===== config.mk =====
export PLATFORM = sky130hd
export DESIGN_NAME = ptimer_chan
export DESIGN_NICKNAME = d
export VERILOG_FILES = /design/src/rtl/ptimer_pkg.sv /design/src/rtl/ptimer_ctrl.sv /design/src/rtl/ptimer_dp.sv /design/src/rtl/ptimer_chan.sv
export SDC_FILE = /design/constraint.sdc
export NUM_CORES = 1
export LEC_CHECK = 0
export BUFFER_PORTS_ARGS = -buffer_cell sky130_fd_sc_hd__buf_2
export CORE_ASPECT_RATIO = 0.9
export CORE_MARGIN = 2
export CORE_UTILIZATION = 40
export DETAILED_ROUTE_END_ITERATION = 8
export GPL_TIMING_DRIVEN = 1
export HOLD_SLACK_MARGIN = 0.08
export SLEW_MARGIN = 15
export SYNTH_ARGS = -nofsm -noshare
export SYNTH_HDL_FRONTEND = slang
export SYNTH_SLANG_ARGS = --single-unit

===== constraint.sdc =====
create_clock -name clk -period 6 [get_ports clk]
set_clock_uncertainty 0.15 [all_clocks]
set_input_delay 1.2 -clock clk [delete_from_list [all_inputs] [get_ports clk]]
set_output_delay 1.2 -clock clk [all_outputs]
set_load 0.03 [all_outputs]

===== src/rtl/ptimer_pkg.sv =====
package ptimer_pkg;

  localparam int PRE_W = 8;

  typedef enum logic [1:0] {
    MODE_STOP  = 2'd0,
    MODE_DELAY = 2'd1,
    MODE_EVENT = 2'd2,
    MODE_PULSE = 2'd3
  } modeT;

  // strobes from control to datapath
  typedef struct packed {
    logic decr;     // one counting step
    logic clrOut;   // force square wave low
    logic loadCnt;  // load counter from write data
    logic loadRld;  // load reload register from write data
  } dpStrobeT;

  function automatic logic [PRE_W-1:0] preDivisor(input logic [2:0] sel);
    logic [PRE_W-1:0] d;
    case (sel)
      3'd1:    d = 8'd4;
      3'd2:    d = 8'd10;
      3'd3:    d = 8'd16;
      3'd4:    d = 8'd50;
      3'd5:    d = 8'd64;
      3'd6:    d = 8'd100;
      3'd7:    d = 8'd200;
      default: d = 8'd4;
    endcase
    return d;
  endfunction

  function automatic modeT decodeMode(input logic [3:0] c, input logic extModes);
    modeT m;
    if (c == 4'd0)          m = MODE_STOP;
    else if (!c[3])         m = MODE_DELAY;
    else if (!extModes)     m = MODE_STOP;
    else if (c[2:0] == 3'd0) m = MODE_EVENT;
    else                    m = MODE_PULSE;
    return m;
  endfunction

endpackage


===== src/rtl/ptimer_ctrl.sv =====
module ptimer_ctrl
  import ptimer_pkg::*;
#(
  parameter int SYNC_STAGES   = 2,
  parameter bit ACTIVE_HIGH   = 1'b1,
  parameter bit HAS_EXT_MODES = 1'b1
) (
  input  logic       clk,
  input  logic       rstN,
  input  logic       tickEn,
  input  logic       ctrlWe,
  input  logic [3:0] ctrlWdata,
  input  logic       dataWe,
  input  logic       evIn,
  output logic [3:0] ctrlRdata,
  output dpStrobeT   strb
);

  localparam int TOP = SYNC_STAGES - 1;

  logic [3:0]             ctrlReg;
  logic [SYNC_STAGES-1:0] syncReg;
  logic                   evPrev;
  logic                   lvlNow;
  logic                   lvlPrev;
  logic                   evEdge;
  logic [PRE_W-1:0]       preCnt;
  logic [PRE_W-1:0]       preLast;
  logic                   preGate;
  logic                   preTc;
  modeT                   mode;

  // control register
  always_ff @(posedge clk) begin
    if (!rstN)       ctrlReg <= '0;
    else if (ctrlWe) ctrlReg <= ctrlWdata;
  end
  assign ctrlRdata = ctrlReg;

  // input synchroniser and edge history
  always_ff @(posedge clk) begin
    if (!rstN) begin
      syncReg <= '0;
      evPrev  <= 1'b0;
    end else begin
      syncReg <= {syncReg[TOP-1:0], evIn};
      evPrev  <= syncReg[TOP];
    end
  end

  generate
    if (ACTIVE_HIGH) begin : g_pol_high
      assign lvlNow  = syncReg[TOP];
      assign lvlPrev = evPrev;
    end else begin : g_pol_low
      assign lvlNow  = ~syncReg[TOP];
      assign lvlPrev = ~evPrev;
    end
  endgenerate

  assign evEdge = lvlNow & ~lvlPrev;

  assign mode    = decodeMode(ctrlReg, HAS_EXT_MODES);
  assign preLast = PRE_W'(preDivisor(ctrlReg[2:0]) - 8'd1);
  assign preGate = (mode == MODE_DELAY) || ((mode == MODE_PULSE) && lvlNow);
  assign preTc   = preGate && tickEn && (preCnt == preLast);

  // prescaler
  always_ff @(posedge clk) begin
    if (!rstN) begin
      preCnt <= '0;
    end else if (ctrlWe || (mode == MODE_STOP) || (mode == MODE_EVENT)) begin
      preCnt <= '0;
    end else if (preGate && tickEn) begin
      preCnt <= preTc ? '0 : preCnt + 8'd1;
    end
  end

  always_comb begin
    strb.clrOut  = ctrlWe;
    strb.decr    = !ctrlWe && ((mode == MODE_EVENT) ? evEdge : preTc);
    strb.loadRld = dataWe;
    strb.loadCnt = dataWe && (mode == MODE_STOP);
  end

endmodule


===== src/rtl/ptimer_dp.sv =====
module ptimer_dp
  import ptimer_pkg::*;
#(
  parameter int CNT_W = 8
) (
  input  logic             clk,
  input  logic             rstN,
  input  dpStrobeT         strb,
  input  logic [CNT_W-1:0] dataWdata,
  output logic [CNT_W-1:0] countValue,
  output logic             toggleOut,
  output logic             timeoutPulse
);

  localparam logic [CNT_W-1:0] CNT_ONE = {{(CNT_W-1){1'b0}}, 1'b1};

  logic [CNT_W-1:0] reloadReg;
  logic [CNT_W-1:0] cntReg;
  logic             atEnd;

  assign atEnd = strb.decr && (cntReg == CNT_ONE);

  always_ff @(posedge clk) begin
    if (!rstN)             reloadReg <= '0;
    else if (strb.loadRld) reloadReg <= dataWdata;
  end

  always_ff @(posedge clk) begin
    if (!rstN)             cntReg <= '0;
    else if (strb.loadCnt) cntReg <= dataWdata;
    else if (atEnd)        cntReg <= reloadReg;
    else if (strb.decr)    cntReg <= cntReg - CNT_ONE;
  end

  always_ff @(posedge clk) begin
    if (!rstN) begin
      toggleOut    <= 1'b0;
      timeoutPulse <= 1'b0;
    end else begin
      timeoutPulse <= atEnd;
      if (strb.clrOut)  toggleOut <= 1'b0;
      else if (atEnd)   toggleOut <= ~toggleOut;
    end
  end

  assign countValue = cntReg;

endmodule


===== src/rtl/ptimer_chan.sv =====
module ptimer_chan
  import ptimer_pkg::*;
#(
  parameter int CNT_W         = 8,
  parameter int SYNC_STAGES   = 2,
  parameter bit ACTIVE_HIGH   = 1'b1,
  parameter bit HAS_EXT_MODES = 1'b1
) (
  input  logic             clk,
  input  logic             rstN,
  input  logic             tickEn,
  input  logic             ctrlWe,
  input  logic [3:0]       ctrlWdata,
  input  logic             dataWe,
  input  logic [CNT_W-1:0] dataWdata,
  input  logic             evIn,
  output logic [3:0]       ctrlRdata,
  output logic [CNT_W-1:0] countValue,
  output logic             toggleOut,
  output logic             timeoutPulse
);

  dpStrobeT strb;

  ptimer_ctrl #(
    .SYNC_STAGES  (SYNC_STAGES),
    .ACTIVE_HIGH  (ACTIVE_HIGH),
    .HAS_EXT_MODES(HAS_EXT_MODES)
  ) ctrl_i (
    .clk      (clk),
    .rstN     (rstN),
    .tickEn   (tickEn),
    .ctrlWe   (ctrlWe),
    .ctrlWdata(ctrlWdata),
    .dataWe   (dataWe),
    .evIn     (evIn),
    .ctrlRdata(ctrlRdata),
    .strb     (strb)
  );

  ptimer_dp #(
    .CNT_W(CNT_W)
  ) dp_i (
    .clk         (clk),
    .rstN        (rstN),
    .strb        (strb),
    .dataWdata   (dataWdata),
    .countValue  (countValue),
    .toggleOut   (toggleOut),
    .timeoutPulse(timeoutPulse)
  );

endmodule


==> After elaboration in Yosys (flattened, before gate mapping) <==
Cells that the tools add are included.
{ "classes": {"bitwise_logic": 4, "n_addsub": 3, "eq_ne": 11, "n_mux": 9, "n_reduce_logical": 16} }
{ "ops": {"columns": ["op", "n"], "rows": [
  ["8-bit one-hot mux with 6 select lines", 1],
  ["8-bit two-way mux", 4],
  ["8-bit by 1-bit subtractor with 8-bit output, second input constant", 2],
  ["3-bit equality test, second input constant", 4],
  ["8-bit by 1-bit adder with 8-bit output, second input constant", 1],
  ["8-bit by 1-bit equality test with 1-bit output, second input constant", 1],
  ["8-bit equality test", 1],
  ["3-bit by 2-bit equality test with 1-bit output, second input constant", 2],
  ["1-bit logical AND", 6],
  ["2-bit equality test, second input constant", 2],
  ["4-bit logical NOT", 1],
  ["2-bit two-way mux", 2],
  ["2-bit OR reduction", 2],
  ["3-bit logical NOT", 1],
  ["1-bit logical OR", 3],
  ["1-bit NOT", 3],
  ["3-bit nonzero test", 1],
  ["2-bit by 1-bit equality test with 1-bit output, second input constant", 1],
  ["2-bit logical NOT", 1],
  ["1-bit two-way mux", 2],
  ["1-bit AND", 1],
  ["1-bit logical NOT", 1]
]} }
{ "word_totals": {"regBits": 33, "wordCells": 51, "out_inout_bits": 14, "inputBits": 18} }

==> Logic depth before layout (Yosys ltp) <==
{ "depth": {"depth_word": 14, "depth_mapped": 13, "depth_no_buf": 10} }

==> Modules after synthesis <==
Synthesis repeated with hierarchy kept, for this count alone.
{ "unflattened": {"cells_unflattened": 211, "area_unflattened_um2": 1875.5} }
{ "modules_own_cells": {"columns": ["mod", "area_per_inst_um2", "cells_each", "seq_area_each_um2", "instances"], "rows": [
  ["ptimer_dp", 939.7, 105, 360.3, 1],
  ["ptimer_ctrl", 935.9, 106, 300.3, 1]
]} }

==> Worst setup path after synthesis <==
No wires, ideal clock.
{ "synth_path": {"kind": "reg-to-reg", "start": "register ctrl_i.ctrlReg[1] (netlist: ctrl_i.ctrlRdata[1])", "end": "register dp_i.cntReg[0] (netlist: dp_i.countValue[0])", "required_ps": 5728, "n_path_buf": 3, "t_arrival_ps": 2699, "stages_incl_launch_ff": 13, "setup_ps": 122, "slack_ps": 3029, "period_less_slack_ps": 2971, "path_cell_list": "dfxtp_1 buf_6 xnor2_1 or2_2 ha_1 buf_2 xor2_1 a221oi_1 a21oi_1 nor4_4 buf_6 a21oi_2 a221o_1"} }
{ "synth_between": {"elab_chain_len": 14, "elab_cells_between_ends": 29, "cone_classes": "add/sub: 1; eq/ne: 10; mux: 7; reduce/logical: 11"} }
{ "synth_rtl": {"columns": ["element", "line_no", "text"], "rows": [
  ["from (decl)", "ptimer_ctrl.sv:21", "logic [3:0] ctrlReg;"],
  ["from (signal assigned)", "ptimer_ctrl.sv:36", "else if (ctrlWe) ctrlReg <= ctrlWdata;"],
  ["parallel branches: the longest is 14 deep, another holds 8-bit by 1-bit subtractor with 8-bit output", null, null],
  ["to (signal assigned)", "ptimer_dp.sv:30", "else if (strb.loadCnt) cntReg <= dataWdata;"],
  ["to (signal assigned)", "ptimer_dp.sv:31", "else if (atEnd) cntReg <= reloadReg;"],
  ["to (signal assigned)", "ptimer_dp.sv:32", "else if (strb.decr) cntReg <= cntReg - CNT_ONE;"],
  ["to (decl)", "ptimer_dp.sv:18", "logic [CNT_W-1:0] cntReg;"]
]} }
Parallel ways; which one is timed is not known.
A chain may end at the register's enable or synchronous reset.

==> Final worst setup path <==
{ "layout_path": {"start": "register ctrl_i.ctrlReg[2] (netlist: ctrl_i.ctrlRdata[2])", "end": "register dp_i.cntReg[7] (netlist: dp_i.countValue[7])"} }
Same word-level chain as after synthesis.

==> impl_metrics.py <==
metrics = {
    "outcome": {
        "status": "completed",
    },
    "worst_setup_path": {
        "critPathMaxStageDelay_ps": 630,
        "r2r-start": "ctrl_i.ctrlRdata[2]$_SDFFE_PN0P_",
        "path_cells": "xnor2_1, or2_2, ha_1, xor2_1, a221oi_1, a21oi_1, nor4_4, a21oi_2, a221o_1",
        "path_class": "register to register",
        "critPathLaunchType": "register",
        "reg2regPathDepth": 9,
        "cp-startpoint": "ctrl_i.ctrlRdata[2]$_SDFFE_PN0P_",
        "cp-end-kind": "register",
        "arrival_ps": 3430,
        "path_depth": 9,
        "r2r_end": "dp_i.countValue[7]$_SDFFE_PN0P_",
        "crit_family": "compound AO/OA/AOI/OAI gates",
        "cp-endpoint": "dp_i.countValue[7]$_SDFFE_PN0P_",
        "r2r_setup_slack_ps": 2590,
        "worst-path-max-fanout": 15,
        "cp_num_buf_inv": 0,
        "worst-endpoint-required_ps": 6020,
        "cpMaxStageDelayCell": "dfxtp_1",
    },
    "pwr": {
        "leakagePower_uw": 0.000938,
        "cellPowerDensity_nw_per_um2": 248,
        "vdd_drop_max_uv": 121,
        "power.total_uw": 557,
    },
    "place": {
        "routabilityCongestion": 0.804,
        "dp_hpwl_mm": 3.49,
        "dp.cells": 320,
        "io_buffers": 31,
        "dp_slack_ps": 2510,
    },
    "clock_network": {
        "cts_sinks": 33,
        "postCtsSetupBuffers": 0,
        "clk_pin_slew_worst_paths_ps": 70,
        "clock-root-buffer": "clkbuf_8",
        "cts_resized": 0,
        "clock_latency_ps": 280,
        "cts_tree": "yes",
        "cts_buffer_depth": 2,
        "postCtsHoldBufs": 0,
        "h-tree-depth": 2,
        "numCtsBuffers": 5,
    },
    "floorplanning": {
        "dieArea_um2": 5620,
        "io_pins": 32,
        "row_count": 24,
        "die_w_um": 78.8,
        "dieHeight_um": 71.3,
        "start_util_pct": 41.6,
        "coreArea_um2": 4830,
    },
    "timing": {
        "rsz0062_at_grt": "false",
        "layout_worst_path_cycle_share_pct": 56.8,
        "hold_violations": 0,
        "slew_violations": 0,
        "max_freq_ghz": 0.293,
        "worst_pin_slew_ps": 741,
        "setup_tns_ps": 0,
        "setup_ws_ps": 2590,
        "slew_headroom_pct": 50.3,
        "setup_viol": 0,
        "fin_crit_ps": 3410,
    },
    "synth": {
        "synth_area_um2": 2010,
        "synthCells": 239,
        "synth_nets": 261,
        "synth_edf_count": 0,
        "synthArstFlopShare_pct": 0,
        "synth_most_common_cell": "nor2_1",
        "syn_area_per_cell_um2": 8.42,
        "ys_seq_area_share_pct": 32.8,
        "synth_area_leaders": "dfxtp_1, nor2_1, mux2i_1, xnor2_1, a221o_1",
        "ys_ff_latch": 33,
        "yosysTopAreaCell": "dfxtp_1",
        "post-synth-top-area-fraction_pct": 32.8,
        "synth_common_cells": "nor2_1, dfxtp_1, nand2_1",
        "synth_cell_type_count": 57,
        "ys.flop_type": "dfxtp_1",
        "ys_warn_count": 0,
    },
    "routing": {
        "num_vias": 1787,
        "wl_met3_um": 287,
        "topRoutingLayerUsed": "met4",
        "drt.antenna.violating_nets": 0,
        "wl_mm": 4.77,
        "drt-wirelength-per-cell_um": 14.6,
        "dr_wl_met2_mm": 2.02,
        "drt_first_iter_violations": 173,
        "met1_length_mm": 2.38,
        "drc_errors": 0,
        "firstDrtPassIters": 4,
        "vias_per_cell": 5.46,
    },
    "layout": {
        "diodes": 0,
        "nFillCells": 476,
        "finalNetCount": 284,
        "area_growth_pct": 11.5,
        "layout-drive-gt1-share_pct": 18.7,
        "finalNonFillerCells": 327,
    },
    "global_routing": {
        "antenna_found_initial": 0,
        "grt_max_degree": 17,
        "gr-total-overflow": 0,
        "grt_pass1_vias": 1617,
        "grt_use_total_pct": 18.0,
        "grt_pass1_wl_mm": 7.96,
    },
    "job": {
        "maxCapViolCount": 0,
    },
    "worst_hold_path": {
        "hold_path.class": "register to register",
    },
}
==> worst min path at each step <==
stage          depth (start not counted)                    startpoint  slack, ps                           end
6_report                               1  ctrl_i.syncReg[0]$_SDFF_PN0_        280  ctrl_i.syncReg[1]$_SDFF_PN0_
5_1_grt                                1  ctrl_i.syncReg[0]$_SDFF_PN0_        300  ctrl_i.syncReg[1]$_SDFF_PN0_
4_1_cts                                1  ctrl_i.syncReg[0]$_SDFF_PN0_        290  ctrl_i.syncReg[1]$_SDFF_PN0_
3_5_place_dp                           1  ctrl_i.syncReg[0]$_SDFF_PN0_        270  ctrl_i.syncReg[1]$_SDFF_PN0_
3_3_place_gp                           1  ctrl_i.syncReg[0]$_SDFF_PN0_        270  ctrl_i.syncReg[1]$_SDFF_PN0_
2_1_floorplan                          1  ctrl_i.syncReg[0]$_SDFF_PN0_        260  ctrl_i.syncReg[1]$_SDFF_PN0_
==> power by group <==
group	internal [uW]	total, uW	switching (uW)
Combinational	57.2	139	82.1
Clock	91.0	169	78.4
Sequential	231	248	17.3
==> stage by stage <==
stage	utilization, %	instance area, um2	hold slack [ps]
2_1_floorplan	-	2010	262
3_3_place_gp	44.5	2150	268
3_5_place_dp	44.5	2150	269
4_1_cts	46.3	2240	286
5_1_grt	46.4	2240	298
6_report	46.4	2240	284
==> sequential cells by signal (all words and copies together) (netlist names) <==
register           count
ctrl_i.ctrlRdata       4
ctrl_i.evPrev          1
ctrl_i.preCnt          8
ctrl_i.syncReg         2
dp_i.countValue        8
dp_i.reloadReg         8
dp_i.timeoutPulse      1
dp_i.toggleOut         1
==> layer usage <==
layer  up-vias  GRT usage (%)
met5         -              0
met3         9           4.28
met4         0           6.04
met1       815           26.7
li1        900              -
met2        63           25.5
==> cells by family after synthesis <==
logic type,after synthesis,synth area share (%)
AO/OA/AOI/OAI,55,19.8
XOR/XNOR,14,6.09
multiplexers,13,6.53
AND/OR/NAND/NOR,93,25.2
flip-flops,33,32.8
buffers and inverters,27,7.02
adder cells (fa/ha/maj),4,2.49
==> cell type report <==
class	count	area, um2	share of cell area (%)
flip-flops and latches	33	661	29.4
inverters	12	45.0	2.01
repair buffers	31	155	6.91
well taps	65	81.3	3.62
clock buffers	7	86.3	3.85
multi-input cells	179	1220	54.2
==> cell usage in the layout (no fill, tap or decap), drive strengths merged, types with 3 or more instances in the layout <==
master / n
nor2: 35
dfxtp: 33
buf: 31
nand2: 16
inv: 12
mux2i: 12
o21ai: 11
xnor2: 9
a21oi: 9
clkbuf: 7
a221o: 6
xor2: 5
nand2b: 5
nand3: 5
nor3: 4
ha: 4
and2: 4
a31oi: 3
and4b: 3
a32o: 3
and3: 3
or2: 3
or3: 3
nor3b: 3
nor4: 3
No activity file was read; power rests on OpenSTA's default activity.
